[config.mk]
export PLATFORM = sky130hd
export DESIGN_NAME = lwt_core
export DESIGN_NICKNAME = d
export VERILOG_FILES = /design/src/rtl/lwt_pkg.sv /design/src/rtl/lwt_mac.sv /design/src/rtl/lwt_hist_mem.sv /design/src/rtl/lwt_seq.sv /design/src/rtl/lwt_core.sv
export SDC_FILE = /design/constraint.sdc
export NUM_CORES = 1
export LEC_CHECK = 0
export ABC_AREA = 1
export ABC_CLOCK_PERIOD_IN_PS = 9100
export BUFFER_PORTS_ARGS = -buffer_cell sky130_fd_sc_hd__buf_2
export CORE_ASPECT_RATIO = 1.1
export CORE_UTILIZATION = 60
export DETAILED_ROUTE_END_ITERATION = 16
export GPL_ROUTABILITY_DRIVEN = 1
export PLACE_DENSITY = 0.77
export SYNTH_ARGS = -nofsm -noshare
export SYNTH_HDL_FRONTEND = slang
export SYNTH_SLANG_ARGS = --single-unit
[constraint.sdc]
create_clock -name clk -period 9.1 [get_ports clk]
set_input_delay 0.91 -clock clk [delete_from_list [all_inputs] [get_ports clk]]
set_output_delay 0.91 -clock clk [all_outputs]
set_load 0.02 [all_outputs]
[src/rtl/lwt_pkg.sv]
package lwt_pkg;

    localparam int COEF_W    = 5;
    localparam int COEF_FRAC = 3;
    localparam int NUM_STEPS = 6;
    localparam int STEP_W    = $clog2(NUM_STEPS);
    localparam int NUM_TAPS  = 4;

    typedef enum logic [1:0] {
        SEQ_IDLE,
        SEQ_RUN,
        SEQ_EMIT_D,
        SEQ_EMIT_A
    } seq_state_e;

    // Quantized lifting constants, value = code / 2**COEF_FRAC
    function automatic logic signed [COEF_W-1:0] step_coef(input logic [STEP_W-1:0] k);
        logic signed [COEF_W-1:0] c;
        case (k)
            3'd0:    c = -5'sd3;
            3'd1:    c = 5'sd2;
            3'd2:    c = -5'sd5;
            3'd3:    c = 5'sd1;
            3'd4:    c = 5'sd11;
            3'd5:    c = 5'sd6;
            default: c = '0;
        endcase
        return c;
    endfunction

endpackage

[src/rtl/lwt_mac.sv]
module lwt_mac #(
    parameter int DW   = 10,
    parameter int CW   = 5,
    parameter int FRAC = 3
) (
    input  logic signed [DW-1:0] base_i,
    input  logic signed [DW-1:0] opa_i,
    input  logic signed [DW-1:0] opb_i,
    input  logic signed [CW-1:0] coef_i,
    output logic signed [DW-1:0] res_o
);
    localparam int PW   = DW + 1 + CW;
    localparam int HALF = 1 << (FRAC - 1);
    localparam int MAXV = (1 << (DW - 1)) - 1;
    localparam int MINV = -(1 << (DW - 1));

    logic signed [DW:0]   sum;
    logic signed [PW-1:0] prod;
    logic signed [PW-1:0] rnd;
    logic signed [PW:0]   tot;

    always_comb begin
        sum  = (DW+1)'(opa_i) + (DW+1)'(opb_i);
        prod = PW'(sum) * PW'(coef_i);
        rnd  = (prod + PW'(HALF)) >>> FRAC;
        tot  = (PW+1)'(base_i) + (PW+1)'(rnd);
        if (tot > (PW+1)'(MAXV))
            res_o = DW'(MAXV);
        else if (tot < (PW+1)'(MINV))
            res_o = DW'(MINV);
        else
            res_o = tot[DW-1:0];
    end
endmodule

[src/rtl/lwt_hist_mem.sv]
module lwt_hist_mem #(
    parameter int NCH  = 8,
    parameter int DW   = 10,
    parameter int NTAP = 4,
    localparam int CHW = $clog2(NCH)
) (
    input  logic                           clk,
    input  logic                           rst_n,
    input  logic [CHW-1:0]                 rd_ch,
    output logic [NTAP-1:0][DW-1:0]        rd_data,
    input  logic                           wr_en,
    input  logic [CHW-1:0]                 wr_ch,
    input  logic [NTAP-1:0][DW-1:0]        wr_data
);
    logic [NCH-1:0][NTAP-1:0][DW-1:0] mem_d, mem_q;

    for (genvar g = 0; g < NCH; g++) begin : g_row
        always_comb begin
            mem_d[g] = mem_q[g];
            if (wr_en && wr_ch == CHW'(g))
                mem_d[g] = wr_data;
        end
    end

    always_ff @(posedge clk or negedge rst_n) begin
        if (!rst_n) mem_q <= '0;
        else        mem_q <= mem_d;
    end

    assign rd_data = mem_q[rd_ch];
endmodule

[src/rtl/lwt_seq.sv]
module lwt_seq
    import lwt_pkg::*;
(
    input  logic              clk,
    input  logic              rst_n,
    input  logic              in_valid,
    output logic              in_ready,
    output logic              accept,
    output logic              run,
    output logic [STEP_W-1:0] step,
    output logic              emit_d,
    output logic              emit_a
);
    typedef struct packed {
        seq_state_e        st;
        logic [STEP_W-1:0] step;
    } seq_t;

    seq_t s_d, s_q;

    always_comb begin
        s_d = s_q;
        case (s_q.st)
            SEQ_IDLE: begin
                if (in_valid) begin
                    s_d.st   = SEQ_RUN;
                    s_d.step = '0;
                end
            end
            SEQ_RUN: begin
                if (s_q.step == STEP_W'(NUM_STEPS - 1)) begin
                    s_d.st   = SEQ_EMIT_D;
                    s_d.step = '0;
                end else begin
                    s_d.step = s_q.step + 1'b1;
                end
            end
            SEQ_EMIT_D: s_d.st = SEQ_EMIT_A;
            default:    s_d.st = SEQ_IDLE;
        endcase
    end

    always_ff @(posedge clk or negedge rst_n) begin
        if (!rst_n) s_q <= '{st: SEQ_IDLE, step: '0};
        else        s_q <= s_d;
    end

    assign in_ready = (s_q.st == SEQ_IDLE);
    assign accept   = in_ready && in_valid;
    assign run      = (s_q.st == SEQ_RUN);
    assign step     = s_q.step;
    assign emit_d   = (s_q.st == SEQ_EMIT_D);
    assign emit_a   = (s_q.st == SEQ_EMIT_A);
endmodule

[src/rtl/lwt_core.sv]
module lwt_core
    import lwt_pkg::*;
#(
    parameter int NCH = 8,
    parameter int DW  = 10,
    localparam int CHW = $clog2(NCH)
) (
    input  logic           clk,
    input  logic           rst_n,
    input  logic           in_valid,
    output logic           in_ready,
    input  logic [CHW-1:0] in_chan,
    input  logic [DW-1:0]  in_even,
    input  logic [DW-1:0]  in_odd,
    output logic           out_valid,
    output logic           out_is_detail,
    output logic [CHW-1:0] out_chan,
    output logic [DW-1:0]  out_coef
);
    typedef logic [NUM_TAPS-1:0][DW-1:0] hist_t;

    typedef struct packed {
        logic [CHW-1:0] ch;
        logic [DW-1:0]  ev;
        logic [DW-1:0]  od;
        logic [DW-1:0]  ap;
        logic [DW-1:0]  dt;
        logic [DW-1:0]  n1;
        logic [DW-1:0]  n2;
        logic [DW-1:0]  n3;
        hist_t          h;
    } work_t;

    work_t w_d, w_q;

    logic              accept, run, emit_d, emit_a;
    logic [STEP_W-1:0] step;
    hist_t             rd_hist, wr_hist;
    logic [DW-1:0]     mac_base, mac_a, mac_b, mac_res;
    logic [COEF_W-1:0] mac_coef;

    lwt_seq u_seq (
        .clk      (clk),
        .rst_n    (rst_n),
        .in_valid (in_valid),
        .in_ready (in_ready),
        .accept   (accept),
        .run      (run),
        .step     (step),
        .emit_d   (emit_d),
        .emit_a   (emit_a)
    );

    lwt_hist_mem #(.NCH(NCH), .DW(DW), .NTAP(NUM_TAPS)) u_hist (
        .clk     (clk),
        .rst_n   (rst_n),
        .rd_ch   (in_chan),
        .rd_data (rd_hist),
        .wr_en   (emit_a),
        .wr_ch   (w_q.ch),
        .wr_data (wr_hist)
    );

    lwt_mac #(.DW(DW), .CW(COEF_W), .FRAC(COEF_FRAC)) u_mac (
        .base_i (mac_base),
        .opa_i  (mac_a),
        .opb_i  (mac_b),
        .coef_i (mac_coef),
        .res_o  (mac_res)
    );

    // Operand routing for the shared multiply-add
    always_comb begin
        mac_base = '0;
        mac_a    = '0;
        mac_b    = '0;
        mac_coef = step_coef(step);
        case (step)
            3'd0: begin mac_base = w_q.od; mac_a = w_q.ev; mac_b = w_q.h[0]; end
            3'd1: begin mac_base = w_q.ev; mac_a = w_q.dt; mac_b = w_q.h[1]; end
            3'd2: begin mac_base = w_q.dt; mac_a = w_q.ap; mac_b = w_q.h[2]; end
            3'd3: begin mac_base = w_q.ap; mac_a = w_q.dt; mac_b = w_q.h[3]; end
            3'd4: mac_a = w_q.ap;
            3'd5: mac_a = w_q.dt;
            default: ;
        endcase
    end

    always_comb begin
        w_d = w_q;
        if (accept) begin
            w_d.ch = in_chan;
            w_d.ev = in_even;
            w_d.od = in_odd;
            w_d.h  = rd_hist;
        end
        if (run) begin
            case (step)
                3'd0: begin w_d.dt = mac_res; w_d.n1 = mac_res; end
                3'd1: begin w_d.ap = mac_res; w_d.n2 = mac_res; end
                3'd2: begin w_d.dt = mac_res; w_d.n3 = mac_res; end
                3'd3: w_d.ap = mac_res;
                3'd4: w_d.ap = mac_res;
                3'd5: w_d.dt = mac_res;
                default: ;
            endcase
        end
    end

    always_ff @(posedge clk or negedge rst_n) begin
        if (!rst_n) w_q <= '0;
        else        w_q <= w_d;
    end

    always_comb begin
        wr_hist[0] = w_q.ev;
        wr_hist[1] = w_q.n1;
        wr_hist[2] = w_q.n2;
        wr_hist[3] = w_q.n3;
    end

    assign out_valid     = emit_d || emit_a;
    assign out_is_detail = emit_d;
    assign out_chan      = w_q.ch;
    assign out_coef      = emit_d ? w_q.dt : w_q.ap;
endmodule

After elaboration in Yosys (flattened, before gate mapping)

Cells that the tools add are included.

Logic and storage cells: 110
Input bits: 26
Flip-flop bits (word level): 438
Output and inout bits: 16

Reduce and logical (&&, ||, !) cells: 25
Add/subtract/negate cells: 4
Multiplexer cells: 14
$mul: 1
Eq/ne operators: 17
Order comparisons: 3

Operators with widths:

| cell                                                            | number |
|---|---|
| binary-select mux 40 bit (select 3 bit)                         | 1 |
| one-hot mux 10 bit (4 select lines)                             | 2 |
| 2-to-1 mux 40 bit                                               | 1 |
| 2-to-1 mux 10 bit                                               | 3 |
| one-hot mux 10 bit (3 select lines)                             | 1 |
| one-hot mux 5 bit (6 select lines)                              | 1 |
| == test 3 bit, second input constant                            | 6 |
| greater-than comparator 17 x 10 -> 1 bit, second input constant | 1 |
| < comparator 17 x 10 -> 1 bit, second input constant            | 1 |
| adder 16 x 4 -> 16 bit, second input constant                   | 1 |
| multiplier 11 x 5 -> 16 bit                                     | 1 |
| adder 10 x 13 -> 14 bit                                         | 1 |
| AND reduction 2 bit                                             | 7 |
| == test 3 x 2 -> 1 bit, second input constant                   | 4 |
| adder 10 x 10 -> 11 bit                                         | 1 |
| logical AND 1 bit                                               | 9 |
| OR reduction 3 bit                                              | 3 |
| == test 3 x 1 -> 1 bit, second input constant                   | 2 |
| zero test 3 bit                                                 | 2 |
| one-hot mux 2 bit (3 select lines)                              | 1 |
| one-hot mux 3 bit (2 select lines)                              | 1 |
| 2-to-1 mux 5 bit                                                | 1 |
| == test 2 bit, second input constant                            | 2 |
| < comparator 3 x 4 -> 1 bit, second input constant              | 1 |
| 10 further kinds                                                | 10 |

Longest topological paths before layout

Depth after elaboration: 10
Depth in mapped cells: 47

Cells and area by module

From an unflattened synthesis, not the netlist that was laid out.

Cells, all modules: 3365
Area total of the unflattened synthesis: 24622.4 µm²

By module, submodules not included:

| module       | times used | sequential area each (µm²) | area each (µm²) | cells an instance |
|---|---|---|---|---|
| lwt_hist_mem | 1          | 8007.7                     | 15549.9         | 2145 |
| lwt_core     | 1          | 2827.7                     | 5477.8          | 677 |
| lwt_mac      | 1          | 0.0                        | 3214.3          | 494 |
| lwt_seq      | 1          | 125.1                      | 380.4           | 49 |

Worst setup path before layout

Ideal clock, no wire load.

Path kind: reg-to-reg
Start: register u_seq.s_q (netlist bit u_seq.step[1])
End: register w_q[70] (netlist name)
Buffers on the path: 2
Library setup time: 118 ps
Data arrival time: 6984 ps
Stages on the path, launching flop included: 42
Data required time: 8982 ps
Setup slack: 1999 ps
Path through: dfrtp_1 nor2_1 nand2_1 inv_2 clkbuf_1 clkbuf_1 nand2_1 nand3_1 ha_1 fa_1 a21oi_1 o21bai_1 a21oi_1 o21ai_0 xor2_1 nor2_1 fa_1 fa_1 (+6 left out) a21oi_1 o21ai_0 a21oi_1 xor2_1 inv_1 ha_1 nand2_1 inv_1 a21oi_1 nand3_1 nand2_1 nand2_1 nor2_1 nand2_2 nand2_8 nand2_4 nand3_1 nand2_1

Longest elaborated chain between the ends: 10

RTL lines:

| what                                                                      | line                          | RTL |
|---|---|---|
| start: declaration                                                        | lwt_seq.sv:19                 | `seq_t s_d, s_q;` |
| start signal: assignment                                                  | lwt_seq.sv:44                 | `if (!rst_n) s_q <= '{st: SEQ_IDLE, step: '0};` |
| == test 3 x 1 -> 1 bit (tied with other cells)                            | lwt_pkg.sv:19, lwt_core.sv:78 |  |
| OR reduction 3 bit (no line) / OR reduction 2 bit (equally long branches) | -                             |  |
| one-hot mux 10 bit (3 select lines)                                       | lwt_core.sv:78                | `case (step)` |
| adder 10 x 10 -> 11 bit                                                   | lwt_mac.sv:23                 | `sum = (DW+1)'(opa_i) + (DW+1)'(opb_i);` |
| multiplier 11 x 5 -> 16 bit                                               | lwt_mac.sv:24                 | `prod = PW'(sum) * PW'(coef_i);` |
| adder 16 x 4 -> 16 bit                                                    | lwt_mac.sv:25                 | `rnd = (prod + PW'(HALF)) >>> FRAC;` |
| adder 10 x 13 -> 14 bit                                                   | lwt_mac.sv:26                 | `tot = (PW+1)'(base_i) + (PW+1)'(rnd);` |
| < comparator 17 x 10 -> 1 bit                                             | lwt_mac.sv:29                 | `else if (tot < (PW+1)'(MINV))` |
| 2-to-1 mux 10 bit                                                         | lwt_mac.sv:29                 |  |
| 2-to-1 mux 10 bit                                                         | lwt_mac.sv:27                 | `if (tot > (PW+1)'(MAXV))` |
| end signal: assignment                                                    | lwt_core.sv:112               | `else w_q <= w_d;` |
| end: declaration                                                          | lwt_core.sv:34                | `work_t w_d, w_q;` |

Parallel ways exist; a longest one is shown, timed or not.
A chain may end at the register's enable or synchronous reset.

Final worst setup path

Start: register u_seq.s_q (netlist bit u_seq.step[1])
End: register w_q[78] (netlist name)

The elaborated chain is that of the path after synthesis.

==> flow_metrics.env <==
export IMPL_crit_path_start_kind="flop"
export IMPL_htreeDepth=2
export IMPL_dp_hpwl_um=37500
export IMPL_antenna_left=0
export IMPL_synth_cells_most_frequent="744 x nand2_1, 476 x o21ai_0, 438 x dfrtp_1"
export IMPL_die_h_um=204
export IMPL_end_kind="flop"
export IMPL_drt_iter0_drc=1898
export IMPL_dieWidth_um=186
export IMPL_status="complete, no violations"
export IMPL_cts_made_buffers=45
export IMPL_setup_slack_ns=1.03
export IMPL_fin_crit_sh=0.886
export IMPL_worst_pin_slew_ns=1.10
export IMPL_synth_top_area_cell="dfrtp_1"
export IMPL_final_hold_violation_count=0
export IMPL_max_cap_violations=0
export IMPL_cts_setup_buffers=0
export IMPL_synth_seq_area_share=0.493
export IMPL_maxSlewViolCount=0
export IMPL_r2r_start="u_seq.step[1]"
export IMPL_cts_sinks=438
export IMPL_track_usage=0.332
export IMPL_post_drt_wl_per_cell_um=18.9
export IMPL_yosys_warnings=0
export IMPL_root_buffer="clkbuf_16"
export IMPL_drc=0
export IMPL_grt_max_degree=170
export IMPL_synth_top_cell_area_share=0.493
export IMPL_fmax_ghz=0.124
export IMPL_fin_util=0.667
export IMPL_ys_flop_type="dfrtp_1"
export IMPL_areaGrowthSynthToFinish_pct=9.06
export IMPL_synth_area_leaders="dfrtp_1 49%, nand2_1 13%, o21ai_0 11%"
export IMPL_max_stage_delay_ns=0.55
export IMPL_setup_tns_ns=0
export IMPL_place_ws_ns=1.12
export IMPL_cts_resized_gates=0
export IMPL_cp_arrival_ns=8.58
export IMPL_crit_start="u_seq.step[1]"
export IMPL_synth_area_per_cell_um2=8.14
export IMPL_ctsLongestPathBuffers=3
export IMPL_drtPass1Iterations=5
export IMPL_nets=2793
export IMPL_max_slew_margin_rel=0.263
export IMPL_grt_pass1_wl_um=97200
export IMPL_syn_inst=2731
export IMPL_synth_most_common_cell="nand2_1"
export IMPL_synth_edf_count=0
export IMPL_layout_drive_gt1_share=0.0701
export IMPL_coreArea_mm2=0.0364
export IMPL_critPathRequiredTime_ns=9.61
export IMPL_place_gp_congestion=0.986
export IMPL_critical_path_top_delay_family="adder cells"
export IMPL_grt_pass1_vias=18000
export IMPL_rsz0062_at_grt="false"
export IMPL_ys_async_sr_fraction=1.00
export IMPL_via_per_inst=5.94
export IMPL_syn_num_nets=2846
export IMPL_critPathMaxFanout=20
export IMPL_critPathKind="flop to flop"
export IMPL_cp_common_cell="nand2_1"
export IMPL_clk_pin_slew_ns=0.07
export IMPL_finClkSkew_ns=0.0208
export IMPL_fp_dieArea_mm2=0.0378
export IMPL_tritoncts="built"
export IMPL_ys_types=40
export IMPL_antenna_cells=0
export IMPL_hold_buffers=0
export IMPL_min_path_type="input pin to async pin"
export IMPL_fp_row_count=73
export IMPL_via_count=19000
export IMPL_setup_viol=0
export IMPL_crit_buf_inv=5
export IMPL_finalCriticalPeriod_ns=8.07
export IMPL_start_util=0.612
export IMPL_cp_slowest_cell="fa_1"
export IMPL_port_buffers=41
export IMPL_antenna_found_initial=0
export IMPL_drt_wl_total_um=60500
export IMPL_ys_seq_elements=438
export IMPL_worstSkewPairLatency_ns=0.58
export IMPL_io_pins=42
export IMPL_synth_area_mm2=0.0222
export IMPL_grt_ovfl_total=0
[cell usage in the layout (no fill, tap or decap), types with 3 or more instances in the layout]
| cell | count |
|---|---|
| clkbuf_8 | 11 |
| inv_2 | 8 |
| nand3_2 | 3 |
| o221ai_1 | 10 |
| fa_1 | 39 |
| nor2_1 | 276 |
| bufinv_16 | 7 |
| o22ai_1 | 84 |
| or2_2 | 3 |
| clkbuf_16 | 45 |
| nand2_4 | 11 |
| dfrtp_1 | 438 |
| inv_1 | 168 |
| a22oi_1 | 20 |
| buf_2 | 39 |
| nor3_1 | 6 |
| clkinv_1 | 3 |
| a31oi_1 | 3 |
| nand2_1 | 737 |
| clkbuf_1 | 7 |
| clkinv_2 | 6 |
| ha_1 | 50 |
| xnor2_1 | 10 |
| o21ai_0 | 476 |
| nand3_1 | 80 |
| clkinv_4 | 3 |
| a21oi_1 | 65 |
| buf_4 | 24 |
| nand4_1 | 10 |
| o211ai_1 | 10 |
| xor2_1 | 21 |
| a31o_2 | 3 |
| nand2_2 | 13 |
[path summary, 6_finish.rpt]
path / endpoint / slack (ns) / cells after the start
worst max-delay path: w_q[78] / 1.03 / 40
worst min-delay path: u_hist.mem_q[154] / 0.45 / 1
worst max register to register: w_q[78] / 1.03 / 40
worst min register to register: u_hist.mem_q[238] / 0.48 / 2
max in group asynchronous: u_hist.mem_q[110] / 7.10 / 2
min in group clk: u_hist.mem_q[238] / 0.48 / 2
[area by class of cell]
cell class / count / area (µm²)
clock buffer: 63 / 1300
clock inverter: 18 / 299
fill: 3082 / 12100
inverter: 182 / 689
multi-input combinational: 1946 / 9970
sequential: 438 / 11000
tap: 487 / 609
timing repair buffer: 65 / 410
[cell families (layout without fill, tap and decap cells)]
family	after synthesis	after routing	synth area share
simple gates	1145	1145	0.206
flops	438	438	0.493
buf+inv	347	328	0.0603
fa+ha+maj	89	89	0.0633
compound gates	681	681	0.165
xor+xnor	31	31	0.0122
[per-stage QoR]
step,cell area [µm²],hold WS [ns],std cells
after floorplan,22200,0.448,2731
after global placement,22600,0.461,3118
after detailed placement,22600,0.466,3118
after CTS,24200,0.482,3199
after global routing,24200,0.489,3199
final,24200,0.450,3199
[flip-flops by register name, summed over array words and instances (netlist names)]
| signal | count |
|---|---|
| out_chan | 3 |
| w_q | 110 |
| u_seq.s_q | 2 |
| u_seq.step | 3 |
| u_hist.mem_q | 320 |
[routing by layer]
layer	up-vias	track usage	routed length (µm)
li1	8803	-	-
met1	9310	0.465	25400
met5	-	0	0
met2	769	0.524	28500
met3	111	0.0602	4910
met4	0	0.109	1730
Power is left out: the tool's default activity adds up to more than one toggle a clock period on the data nets, which glitch-free logic cannot reach.
